[config.mk]
export PLATFORM = sky130hd
export DESIGN_NAME = vtg_core
export DESIGN_NICKNAME = d
export VERILOG_FILES = /design/src/rtl/vtg_pkg.sv /design/src/rtl/vtg_phase_seq.sv /design/src/rtl/vtg_regs.sv /design/src/rtl/vtg_core.sv
export SDC_FILE = /design/constraint.sdc
export NUM_CORES = 1
export LEC_CHECK = 0
export ABC_AREA = 1
export BUFFER_PORTS_ARGS = -buffer_cell sky130_fd_sc_hd__buf_2
export CAP_MARGIN = 20
export CORE_ASPECT_RATIO = 1.1
export CORE_MARGIN = 4
export CORE_UTILIZATION = 45
export CTS_BUF_LIST = sky130_fd_sc_hd__clkbuf_16
export DETAILED_ROUTE_END_ITERATION = 16
export GPL_ROUTABILITY_DRIVEN = 0
export HOLD_SLACK_MARGIN = 0.1
export PLACE_DENSITY = 0.71
export SETUP_SLACK_MARGIN = 0.2
export SLEW_MARGIN = 0
export SYNTH_ARGS = -nofsm -noshare
export SYNTH_HDL_FRONTEND = slang
export SYNTH_SLANG_ARGS = --single-unit
[constraint.sdc]
create_clock -name clk -period 3.4 [get_ports clk]
set_input_delay 0.68 -clock clk [delete_from_list [all_inputs] [get_ports clk]]
set_output_delay 0.68 -clock clk [all_outputs]
set_load 0.005 [all_outputs]
[src/rtl/vtg_pkg.sv]
package vtg_pkg;

    typedef enum logic [1:0] {
        PH_SYNC   = 2'd0,
        PH_BACK   = 2'd1,
        PH_ACTIVE = 2'd2,
        PH_FRONT  = 2'd3
    } phase_e;

    typedef enum logic {
        UP_IDLE  = 1'b0,
        UP_ARMED = 1'b1
    } upload_e;

    localparam int ADR_HT1    = 0;
    localparam int ADR_HT2    = 1;
    localparam int ADR_VT1    = 2;
    localparam int ADR_VT2    = 3;
    localparam int ADR_UPLOAD = 4;
    localparam int ADR_PATH   = 5;

    localparam int NUM_TWORDS = 4;
    localparam int VSD_LSB    = 20;
    localparam int FMT_BIT    = 8;
    localparam int SIX_BIT    = 0;

endpackage

[src/rtl/vtg_phase_seq.sv]
module vtg_phase_seq
    import vtg_pkg::*;
#(
    parameter int FW    = 16,
    parameter int POS_W = FW + 2
) (
    input  logic                 clk,
    input  logic                 rst_n,
    input  logic                 step,
    input  logic [3:0][FW-1:0]   len_in,
    output logic [POS_W-1:0]     pos,
    output logic                 in_sync,
    output logic                 in_active,
    output logic                 wrap
);

    logic [3:0][FW-1:0] eff;
    phase_e             ph_q, ph_d;
    logic [FW-1:0]      cnt_q, cnt_d;
    logic [POS_W-1:0]   pos_q;
    logic               last;

    // a zero width is clamped to one so every phase lasts at least one step
    for (genvar i = 0; i < 4; i++) begin : g_clamp
        assign eff[i] = (len_in[i] == '0) ? FW'(1) : len_in[i];
    end

    assign last = (cnt_q == eff[ph_q] - FW'(1));
    assign wrap = step && last && (ph_q == PH_FRONT);
    assign pos  = pos_q;

    always_comb begin
        ph_d  = ph_q;
        cnt_d = cnt_q + FW'(1);
        if (last) begin
            cnt_d = '0;
            unique case (ph_q)
                PH_SYNC:   ph_d = PH_BACK;
                PH_BACK:   ph_d = PH_ACTIVE;
                PH_ACTIVE: ph_d = PH_FRONT;
                PH_FRONT:  ph_d = PH_SYNC;
            endcase
        end
    end

    always_ff @(posedge clk) begin
        if (!rst_n) begin
            ph_q  <= PH_SYNC;
            cnt_q <= '0;
            pos_q <= '0;
        end else if (step) begin
            ph_q  <= ph_d;
            cnt_q <= cnt_d;
            pos_q <= wrap ? '0 : pos_q + POS_W'(1);
        end
    end

    always_comb begin
        in_sync   = 1'b0;
        in_active = 1'b0;
        unique case (ph_q)
            PH_SYNC:   in_sync   = 1'b1;
            PH_ACTIVE: in_active = 1'b1;
            default:   ;
        endcase
    end

endmodule

[src/rtl/vtg_regs.sv]
module vtg_regs
    import vtg_pkg::*;
#(
    parameter int              FW      = 16,
    parameter int              ADDR_W  = 3,
    parameter int              VSD_W   = 10,
    parameter logic [2*FW-1:0] RST_HT1 = 32'h0003_0002,
    parameter logic [2*FW-1:0] RST_HT2 = 32'h0002_0008,
    parameter logic [2*FW-1:0] RST_VT1 = 32'h0001_0001,
    parameter logic [2*FW-1:0] RST_VT2 = 32'h0001_0003
) (
    input  logic                              clk,
    input  logic                              rst_n,
    input  logic                              wr_en,
    input  logic [ADDR_W-1:0]                 wr_addr,
    input  logic [2*FW-1:0]                   wr_data,
    input  logic                              up_req,
    input  logic                              frame_wrap,
    input  logic [ADDR_W-1:0]                 rd_addr,
    output logic [2*FW-1:0]                   rd_data,
    output logic [NUM_TWORDS-1:0][2*FW-1:0]   act_bank,
    output logic                              pending,
    output logic [VSD_W-1:0]                  ctl_vs_delay,
    output logic                              ctl_fmt,
    output logic                              ctl_six
);

    localparam int DW = 2 * FW;
    localparam logic [NUM_TWORDS-1:0][DW-1:0] RST_BANK =
        {RST_VT2, RST_VT1, RST_HT2, RST_HT1};

    logic [NUM_TWORDS-1:0][DW-1:0] shadow_q;
    logic [NUM_TWORDS-1:0][DW-1:0] active_q;
    upload_e                       up_q, up_d;
    logic                          commit;

    assign commit   = (up_q == UP_ARMED) && frame_wrap;
    assign pending  = (up_q == UP_ARMED);
    assign act_bank = active_q;

    // upload request state machine
    always_comb begin
        up_d = up_q;
        unique case (up_q)
            UP_IDLE:  if (up_req) up_d = UP_ARMED;
            UP_ARMED: if (frame_wrap && !up_req) up_d = UP_IDLE;
        endcase
    end

    always_ff @(posedge clk) begin
        if (!rst_n) up_q <= UP_IDLE;
        else        up_q <= up_d;
    end

    for (genvar i = 0; i < NUM_TWORDS; i++) begin : g_bank
        always_ff @(posedge clk) begin
            if (!rst_n) begin
                shadow_q[i] <= RST_BANK[i];
                active_q[i] <= RST_BANK[i];
            end else begin
                if (wr_en && wr_addr == ADDR_W'(i)) shadow_q[i] <= wr_data;
                if (commit) active_q[i] <= shadow_q[i];
            end
        end
    end

    always_ff @(posedge clk) begin
        if (!rst_n) begin
            ctl_vs_delay <= '0;
            ctl_fmt      <= 1'b0;
            ctl_six      <= 1'b0;
        end else if (wr_en && wr_addr == ADDR_W'(ADR_PATH)) begin
            ctl_vs_delay <= wr_data[VSD_LSB +: VSD_W];
            ctl_fmt      <= wr_data[FMT_BIT];
            ctl_six      <= wr_data[SIX_BIT];
        end
    end

    always_comb begin
        rd_data = '0;
        if (rd_addr == ADDR_W'(ADR_HT1))    rd_data = shadow_q[ADR_HT1];
        if (rd_addr == ADDR_W'(ADR_HT2))    rd_data = shadow_q[ADR_HT2];
        if (rd_addr == ADDR_W'(ADR_VT1))    rd_data = shadow_q[ADR_VT1];
        if (rd_addr == ADDR_W'(ADR_VT2))    rd_data = shadow_q[ADR_VT2];
        if (rd_addr == ADDR_W'(ADR_UPLOAD)) rd_data[0] = pending;
        if (rd_addr == ADDR_W'(ADR_PATH)) begin
            rd_data[VSD_LSB +: VSD_W] = ctl_vs_delay;
            rd_data[FMT_BIT]          = ctl_fmt;
            rd_data[SIX_BIT]          = ctl_six;
        end
    end

endmodule

[src/rtl/vtg_core.sv]
module vtg_core
    import vtg_pkg::*;
#(
    parameter int              FW      = 16,
    parameter int              ADDR_W  = 3,
    parameter int              VSD_W   = 10,
    parameter logic [2*FW-1:0] RST_HT1 = 32'h0003_0002,
    parameter logic [2*FW-1:0] RST_HT2 = 32'h0002_0008,
    parameter logic [2*FW-1:0] RST_VT1 = 32'h0001_0001,
    parameter logic [2*FW-1:0] RST_VT2 = 32'h0001_0003
) (
    input  logic                clk,
    input  logic                rst_n,
    input  logic                wr_en,
    input  logic [ADDR_W-1:0]   wr_addr,
    input  logic [2*FW-1:0]     wr_data,
    input  logic [ADDR_W-1:0]   rd_addr,
    output logic [2*FW-1:0]     rd_data,
    output logic                hsync,
    output logic                vsync,
    output logic                de,
    output logic [FW+1:0]       h_pos,
    output logic [FW+1:0]       v_pos,
    output logic [VSD_W-1:0]    cfg_vs_delay,
    output logic                cfg_fmt_sel,
    output logic                cfg_six_bit
);

    localparam int POS_W = FW + 2;

    logic [NUM_TWORDS-1:0][2*FW-1:0] act_bank;
    logic [3:0][FW-1:0]              h_len, v_len;
    logic                            up_req, upload_pending;
    logic                            h_wrap, v_wrap, frame_wrap;
    logic                            h_act, v_act;

    assign up_req = wr_en && (wr_addr == ADDR_W'(ADR_UPLOAD)) && wr_data[0];

    // phase order in each length vector: sync, back, active, front
    assign h_len = {act_bank[ADR_HT2][2*FW-1:FW], act_bank[ADR_HT2][FW-1:0],
                    act_bank[ADR_HT1][2*FW-1:FW], act_bank[ADR_HT1][FW-1:0]};
    assign v_len = {act_bank[ADR_VT2][2*FW-1:FW], act_bank[ADR_VT2][FW-1:0],
                    act_bank[ADR_VT1][2*FW-1:FW], act_bank[ADR_VT1][FW-1:0]};

    assign frame_wrap = v_wrap;

    vtg_regs #(
        .FW(FW), .ADDR_W(ADDR_W), .VSD_W(VSD_W),
        .RST_HT1(RST_HT1), .RST_HT2(RST_HT2),
        .RST_VT1(RST_VT1), .RST_VT2(RST_VT2)
    ) u_regs (
        .clk          (clk),
        .rst_n        (rst_n),
        .wr_en        (wr_en),
        .wr_addr      (wr_addr),
        .wr_data      (wr_data),
        .up_req       (up_req),
        .frame_wrap   (frame_wrap),
        .rd_addr      (rd_addr),
        .rd_data      (rd_data),
        .act_bank     (act_bank),
        .pending      (upload_pending),
        .ctl_vs_delay (cfg_vs_delay),
        .ctl_fmt      (cfg_fmt_sel),
        .ctl_six      (cfg_six_bit)
    );

    vtg_phase_seq #(.FW(FW), .POS_W(POS_W)) u_hseq (
        .clk       (clk),
        .rst_n     (rst_n),
        .step      (1'b1),
        .len_in    (h_len),
        .pos       (h_pos),
        .in_sync   (hsync),
        .in_active (h_act),
        .wrap      (h_wrap)
    );

    vtg_phase_seq #(.FW(FW), .POS_W(POS_W)) u_vseq (
        .clk       (clk),
        .rst_n     (rst_n),
        .step      (h_wrap),
        .len_in    (v_len),
        .pos       (v_pos),
        .in_sync   (vsync),
        .in_active (v_act),
        .wrap      (v_wrap)
    );

    assign de = h_act && v_act;

endmodule

==> key figures, run 1 <==
Status
  • Status: finished, violations left
  • Failing checks: negative setup slack

Detailed routing
  • Antenna Nets Post-Route: 0
  • Drt total wl: 58.6 mm
  • Mean routed wirelength per cell: 17.0 um
  • Met1 wire length: 24.2 mm
  • Total length of routed met2 wires: 27.0 mm
  • Via density: 5.40
  • Via count: 18,578
  • DR top layer: met5
  • DRC violations left: 0
  • Met3 wire len: 5.05 mm
  • Initial DRC count: 1,800
  • Initial DRT Pass Iterations: 5

Run
  • Max Cap Viol: 0

GRT
  • GRT overflow: 0
  • Initial antenna violation count: 1
  • Gr usage total: 25.9%
  • First-pass GRT wire length: 89.8 mm
  • Vias in the first global route: 16,969
  • Largest net degree at the start of global routing: 146

Clock network
  • Register clock-pin slew on the reported worst setup and hold paths: 0.06 ns
  • CTS Buffer Depth: 3
  • Worst-skew pair later-pin latency: 0.55 ns
  • CTS Root Cell: clkbuf_16
  • CTS Buf Count: 40
  • # hold bufs at CTS: 0
  • Depth of the CTS H-tree: 2
  • CTS tree: done
  • Clk sink count: 341

Timing
  • Period utilization: 100%
  • Rel. slew slack: 50.1%
  • Period minus WS final: 3.41 ns
  • Worst Clk Skew: 0.0208 ns
  • Slew @ Worst Pin: 0.749 ns
  • Hold slack: 0.422 ns
  • RSZ-0062 raised after global routing: yes
  • Final hold violations: 0
  • Count of final setup violators: 1
  • Pins over their slew limit: 0
  • Final WS setup: -0.00586 ns
  • FMAX: 294 MHz

Setup path
  • RR Startpoint: u_regs.act_bank[60]$_SDFFE_PN0P_
  • Critical path launch point type: flip-flop
  • R2R setup slack: -0.006 ns
  • Crit path max-delay family: simple AND/OR/NAND/NOR gates
  • Max FO, Critical Path: 8
  • Worst Path Buf+Inv: 5
  • Worst Reg-to-Reg Cells: 27
  • WS Path Type: flip-flop to flip-flop
  • Arrival time at the worst endpoint: 3.88 ns
  • Crit Reg-Reg Endpoint: u_regs.act_bank[73]$_SDFFE_PN0P_
  • Worst Path Required: 3.87 ns
  • Worst path max stage delay: 0.35 ns
  • Worst setup EP type: flip-flop
  • CP max stage cell: dfxtp_2

Yosys
  • Cell area after synthesis: 17,500 sq um
  • Compound-Gate Fraction of Synth Area: 12.5%
  • Warnings, synthesis: 0
  • Syn avg cell area: 6.44 sq um
  • Adder-Cell Fraction of Synth Area: 0.858%
  • Async SR Flop Fraction: 0%
  • Synth Area in Simple Gates: 33.9%
  • FF+latch count, synth: 341
  • Netlist cell types: 43
  • Xor/xnor share of the synthesized area: 3.15%
  • Mux cell area share after synthesis: 0%
  • Register area share after synthesis: 39.0%
  • Top_reg_cell synth: dfxtp_1
  • Largest family of logic cells by synthesized area: simple AND/OR/NAND/NOR gates
  • Syn nets: 2,770
  • Synth Instances: 2,717
  • EDFF count, synth: 0

Place
  • Place WS: -0.208 ns
  • Hpwl dp: 40.5 mm
  • IO buf count: 123

Cells and area
  • Layout Utilization: 56.5%
  • Most common library cell in the layout ignoring fill and taps: nand2_1
  • # nets final: 2,962
  • Filler cell count: 3,599
  • Commonest non-fill, non-tap cells in the layout: nand2_1, nor2_1, inv_1
  • Share of layout cells above drive strength 1: 19.5%
  • Syn-to-layout area delta: 23.5%

Min path
  • Worst hold-check path type: input pin to flip-flop
  • WHS Endpoint: u_regs.shadow_q[17]$_SDFFE_PN1P_
  • Hold_sp: wr_data[17]
  • Worst Hold Depth: 3

Floorplan
  • Full die area: 42,100 sq um
  • Die Width: 196 um
  • Chip Height: 215 um
  • Initial Util: 45.7%
  • I/O pin count: 124
  • Core area: 38,300 sq um
  • Num rows: 75

Power and ir drop
  • Worst vdd ir: 0.000369 V
  • Power per Cell Area: 514 nW/um^2
  • P_leak: 10.3 nW
==> cells in the mapped netlist (9+ instances only) <==
| master | n | area share [%] |
|---|---|---|
| nand2_1 | 589 | 13 |
| nor2_1 | 563 | 12 |
| dfxtp_1 | 341 | 39 |
| inv_1 | 303 | 6.5 |
| o21ai_0 | 211 | 6.0 |
| nand3_1 | 170 | 4.9 |
| a21oi_1 | 154 | 4.4 |
| clkbuf_1 | 65 | 1.4 |
| xor2_1 | 54 | 2.7 |
| buf_2 | 38 | 1.1 |
| nand4_1 | 36 | 1.3 |
| nor3_1 | 26 | 0.74 |
| o211ai_1 | 21 | 0.90 |
| buf_6 | 17 | 1.1 |
| o21ai_1 | 14 | 0.40 |
| ha_1 | 12 | 0.86 |
| nor3b_1 | 12 | 0.51 |
| inv_2 | 9 | 0.19 |
| xnor2_1 | 9 | 0.45 |
==> state kept, by name (all words and copies together), names as in the netlist, 2 cells and up <==
name,cells
u_regs.act_bank,128
u_hseq.ph_q,2
u_vseq.cnt_q,16
u_hseq.pos,18
u_vseq.pos,18
u_vseq.ph_q,2
u_hseq.cnt_q,16
u_regs.shadow_q,128
u_regs.ctl_vs_delay,10
==> cell families (layout without fill, tap and decap cells) <==
group	after synthesis	after routing
buffers and inverters	443	664
other	0	2
xor gates and xnor gates	63	63
DFF	341	341
and+or+nand+nor	1440	1440
adders and majority gates	12	12
AOI/OAI and AO/OA	418	418
==> worst max path at each step <==
stage | from | to | slack, ns | depth (start not counted)
floorplan | u_hseq.ph_q[0]$_SDFFE_PN0P_ | u_regs.act_bank[52]$_SDFFE_PN0P_ | 0.21 | 25
global placement | u_regs.act_bank[23]$_SDFFE_PN0P_ | u_regs.act_bank[124]$_SDFFE_PN0P_ | -0.14 | 24
detailed placement | u_regs.act_bank[23]$_SDFFE_PN0P_ | u_regs.act_bank[121]$_SDFFE_PN0P_ | -0.21 | 24
CTS | u_regs.act_bank[45]$_SDFFE_PN0P_ | u_regs.act_bank[69]$_SDFFE_PN0P_ | 0.1 | 24
global route | u_regs.act_bank[76]$_SDFFE_PN0P_ | u_regs.act_bank[73]$_SDFFE_PN0P_ | -0.23 | 26
finish | u_regs.act_bank[60]$_SDFFE_PN0P_ | u_regs.act_bank[73]$_SDFFE_PN0P_ | -0.006 | 27
==> report_power, final <==
part           leakage [nW]  internal [mW]  switching [mW]
Sequential             2.79           4.08          0.0841
Clock                 0.699           2.76            1.75
Combinational          6.82          0.964            1.49
Total                  10.3           7.80            3.32
==> worst min-delay path, stage by stage <==
cell	delay, ns
buf_2	0.13
nand2_1	0.06
nand3_1	0.05
==> timing repair <==
| item | in CTS | in global routing |
|---|---|---|
| pin swaps | 39 | 64 |
| endpoints found under the hold margin | 0 | 0 |
| cloned | 4 | 2 |
| setup buffers | 29 | 27 |
| setup endpoints to repair | 184 | 222 |
| gates resized for setup | 136 | 112 |
==> metal layers <==
layer	vias up	GRT usage [%]
met5	-	0
met4	2	9.73
met3	144	4.03
met2	857	41.6
met1	8599	35.3
li1	8976	-
==> layout make-up <==
class / instances / area, sq um / area share [%]
diodes: 2 / 5.00 / 0.0231
clock buffers: 42 / 1050 / 4.86
clock inverters: 29 / 319 / 1.48
inverters: 314 / 1200 / 5.53
multi-input cells: 1933 / 9410 / 43.5
flip-flops and latches: 341 / 6920 / 32.0
well taps: 500 / 626 / 2.89
repair buffers: 279 / 2100 / 9.70
==> stage by stage <==
stage	area [sq um]	instances	power (mW)	setup TNS, ns
floorplan	17600	2717	5.41	0
global placement	19000	3305	5.90	-6.66
detailed placement	19000	3305	5.94	-14.42
CTS	21000	3409	10.7	0
global route	21600	3438	11.5	-17.95
finish	21600	3440	11.1	-0.00586
Power figures use the tool's default switching activity.
==> inputs of run 2 (changes only) <==
Settings changed: ABC_AREA 1 to unset.
==> run 2 against run 1 <==
  * The flow still finishes with violations (negative setup slack)
  * Maximum frequency fell by 13%
  * Worst setup slack got worse by 0.49 ns
  * Synthesized cell count fell by 27%
  * Routed wire length fell by 4.7%
  * Sequential power barely moved
  * Die area fell by 6.2%
  * Via count fell by 12%
  * First-iteration DRC count fell by 15%
  * Clock power fell by 16%
  * Highest routed layer is now met4
==> key figures, run 2 <==
Yosys
  • Count leader, synth: nand2_1
  • EDFF count, synth: 0
  • Top post-synthesis cells by count: nand2_1, dfxtp_1, nand3_1, a21boi_0, clkbuf_1
  • Adder-Cell Fraction of Synth Area: 0.917%
  • Largest family of logic cells by synthesized area: simple AND/OR/NAND/NOR gates
  • Async SR Flop Fraction: 0%
  • Yosys top cell area share: 41.7%
  • Syn avg cell area: 8.23 sq um
  • Cell area after synthesis: 16,400 sq um
  • Xor/xnor share of the synthesized area: 4.76%
  • Synth area leaders: dfxtp_1, nand2_1, a21boi_0
  • Syn nets: 2,043
  • Yosys top cell by area: dfxtp_1
  • Compound-Gate Fraction of Synth Area: 14.6%
  • Top_reg_cell synth: dfxtp_1
  • Warnings, synthesis: 0
  • Register area share after synthesis: 41.7%
  • Netlist cell types: 67
  • Mux cell area share after synthesis: 6.83%
  • Synth Instances: 1,990
  • FF+latch count, synth: 341
  • Synth Area in Simple Gates: 26.4%

Timing
  • Worst Clk Skew: 0.0112 ns
  • Final hold violations: 0
  • FMAX: 256 MHz
  • Rel. slew slack: 40.4%
  • Period utilization: 115%
  • Final WS setup: -0.500 ns
  • Hold slack: 0.437 ns
  • Period minus WS final: 3.90 ns
  • TNS Setup: -78.00 ns
  • Slew @ Worst Pin: 0.894 ns
  • Count of final setup violators: 201
  • Pins over their slew limit: 0
  • RSZ-0062 raised after global routing: yes

Clock network
  • CTS Root Cell: clkbuf_16
  • Register clock-pin slew on the reported worst setup and hold paths: 0.06 ns
  • CTS tree: done
  • Clk sink count: 341
  • # hold bufs at CTS: 0
  • CTS Buf Count: 37
  • Worst-skew pair later-pin latency: 0.53 ns
  • Depth of the CTS H-tree: 2
  • CTS Buffer Depth: 3

Detailed routing
  • Drt total wl: 55.9 mm
  • Via density: 5.80
  • Mean routed wirelength per cell: 19.9 um
  • Initial DRC count: 1,526
  • Antenna Nets Post-Route: 0
  • Via count: 16,286
  • Initial DRT Pass Iterations: 5
  • DRC violations left: 0

Cells and area
  • # nets final: 2,343
  • Syn-to-layout area delta: 31.6%
  • Commonest non-fill, non-tap cells in the layout: nand2_1, dfxtp_1, buf_4
  • Share of layout cells above drive strength 1: 27.6%
  • Most common library cell in the layout ignoring fill and taps: nand2_1

Floorplan
  • Die Width: 190 um
  • Initial Util: 45.4%
  • Num rows: 73
  • I/O pin count: 124
  • Chip Height: 208 um
  • Core area: 36,100 sq um
  • Full die area: 39,500 sq um

Setup path
  • Crit path max-delay family: simple AND/OR/NAND/NOR gates
  • Max FO, Critical Path: 9
  • Worst Path Buf+Inv: 4
  • CP max stage cell: nor4_4
  • Worst Path Required: 3.85 ns
  • CP cell instances: nor4_2, a41oi_2, a221oi_2, nor2_2, ha_2, buf_4, nor2b_1, nor2_1, a41oi_1, or3_1, nand3_1, nand4b_1, nor4_4, buf_12, buf_12, clkbuf_16, nand3_2, o21ai_1
  • Arrival time at the worst endpoint: 4.35 ns
  • Worst setup EP type: flip-flop
  • Worst path max stage delay: 0.41 ns
  • Cell mode on critical path: buf_12
  • Critical path launch point type: flip-flop
  • WS Path Type: flip-flop to flip-flop

Power and ir drop
  • Power per Cell Area: 456 nW/um^2
  • P_leak: 8.14 nW
  • Worst vdd ir: 0.000351 V

GRT
  • First-pass GRT wire length: 85.0 mm
  • Met2 usage: 43.3%
  • Met3 global-route usage: 4.03%
  • GR met1 Demand/Resource: 34.9%
  • GRT overflow: 0
  • Vias in the first global route: 15,521
  • Top Usage Layer GRT: met2
  • Initial antenna violation count: 0
  • Largest net degree at the start of global routing: 129
  • Gr usage total: 26.5%

Run
  • Max Cap Viol: 0

Place
  • Hpwl dp: 38.4 mm
  • IO buf count: 123

Status
  • Failing checks: negative setup slack
  • Status: finished, violations left

Min path
  • Worst hold-check path type: input pin to flip-flop
-- run 2: cell types whose count changed after synthesis, moves of 24 or more --
cell,before,now
nor2_1,563,97
buf_2,38,13
o21ai_0,211,49
mux4_2,0,37
clkbuf_1,65,109
nor4_1,7,50
o21ai_1,14,87
inv_1,303,25
a22oi_1,2,36
a21oi_1,154,12
xnor2_1,9,57
a21boi_0,2,131
mux2i_1,0,24
nand2_1,589,482
-- run 2: final timing paths --
| path | start | end | slack [ns] | depth (start not counted) |
|---|---|---|---|---|
| setup / recovery | u_regs.act_bank[123]$_SDFFE_PN0P_ | u_regs.act_bank[44]$_SDFFE_PN0P_ | -0.50 | 18 |
| hold / removal | wr_data[3] | u_regs.shadow_q[35]$_SDFFE_PN1P_ | 0.44 | 3 |
| setup reg to reg | u_regs.act_bank[123]$_SDFFE_PN0P_ | u_regs.act_bank[44]$_SDFFE_PN0P_ | -0.50 | 18 |
| hold reg to reg | u_regs.act_bank[41]$_SDFFE_PN0P_ | u_regs.act_bank[41]$_SDFFE_PN0P_ | 0.47 | 2 |
-- run 2: logic make-up (layout without fill, tap and decap cells) --
logic type / count (synthesis) / after routing
xor+xnor: 89 / 89
mux: 65 / 65
buf+inv: 172 / 499
simple gates: 945 / 945
compound gates: 366 / 366
flops: 341 / 341
other cells: 0 / 3
fa+ha+maj: 12 / 12
-- run 2: final cells by class --
| cell class | instances | area (sq um) |
|---|---|---|
| Clock inverter | 27 | 145 |
| Clock buffer | 39 | 976 |
| Multi-Input combinational cell | 1477 | 9550 |
| Tap cell | 487 | 609 |
| Inverter | 25 | 96.3 |
| Fill cell | 3041 | 14500 |
| Timing Repair Buffer | 408 | 3320 |
| Sequential cell | 341 | 6840 |
| Antenna cell | 3 | 7.51 |
-- run 2: stage by stage --
stage / utilization, % / setup WS (ns) / instances / power (mW) / area, sq um
after floorplan: - / -0.228 / 1990 / 5.00 / 16600
after global placement: 53.2 / -0.469 / 2693 / 5.68 / 19200
after detailed placement: 53.2 / -0.555 / 2693 / 5.72 / 19200
after CTS: 57.5 / -0.384 / 2777 / 9.58 / 20700
after global routing: 59.7 / -0.624 / 2804 / 10.1 / 21500
final: 59.7 / -0.500 / 2807 / 9.83 / 21500
-- run 2: power breakdown --
part | internal, mW | switching (mW) | leakage, nW
logic | 0.880 | 1.03 | 4.79
clock network | 2.14 | 1.65 | 0.595
registers | 4.06 | 0.0708 | 2.76
-- run 2: metal layers --
metal,wire [um],share of wire (%)
met1,22300,40
met2,26100,47
met3,4710,8.4
met4,2720,4.9
met5,0,0
-- run 2: timing repair --
item,4_1_cts,5_1_grt
setup buffers,15,22
setup endpoints to repair,217,205
pin swaps,25,23
cloned,3,5
gates resized for setup,61,114
-- run 2: worst min-delay path, stage by stage --
cell     delay, ns
buf_2         0.12
nand2_1       0.05
nand3_1       0.07
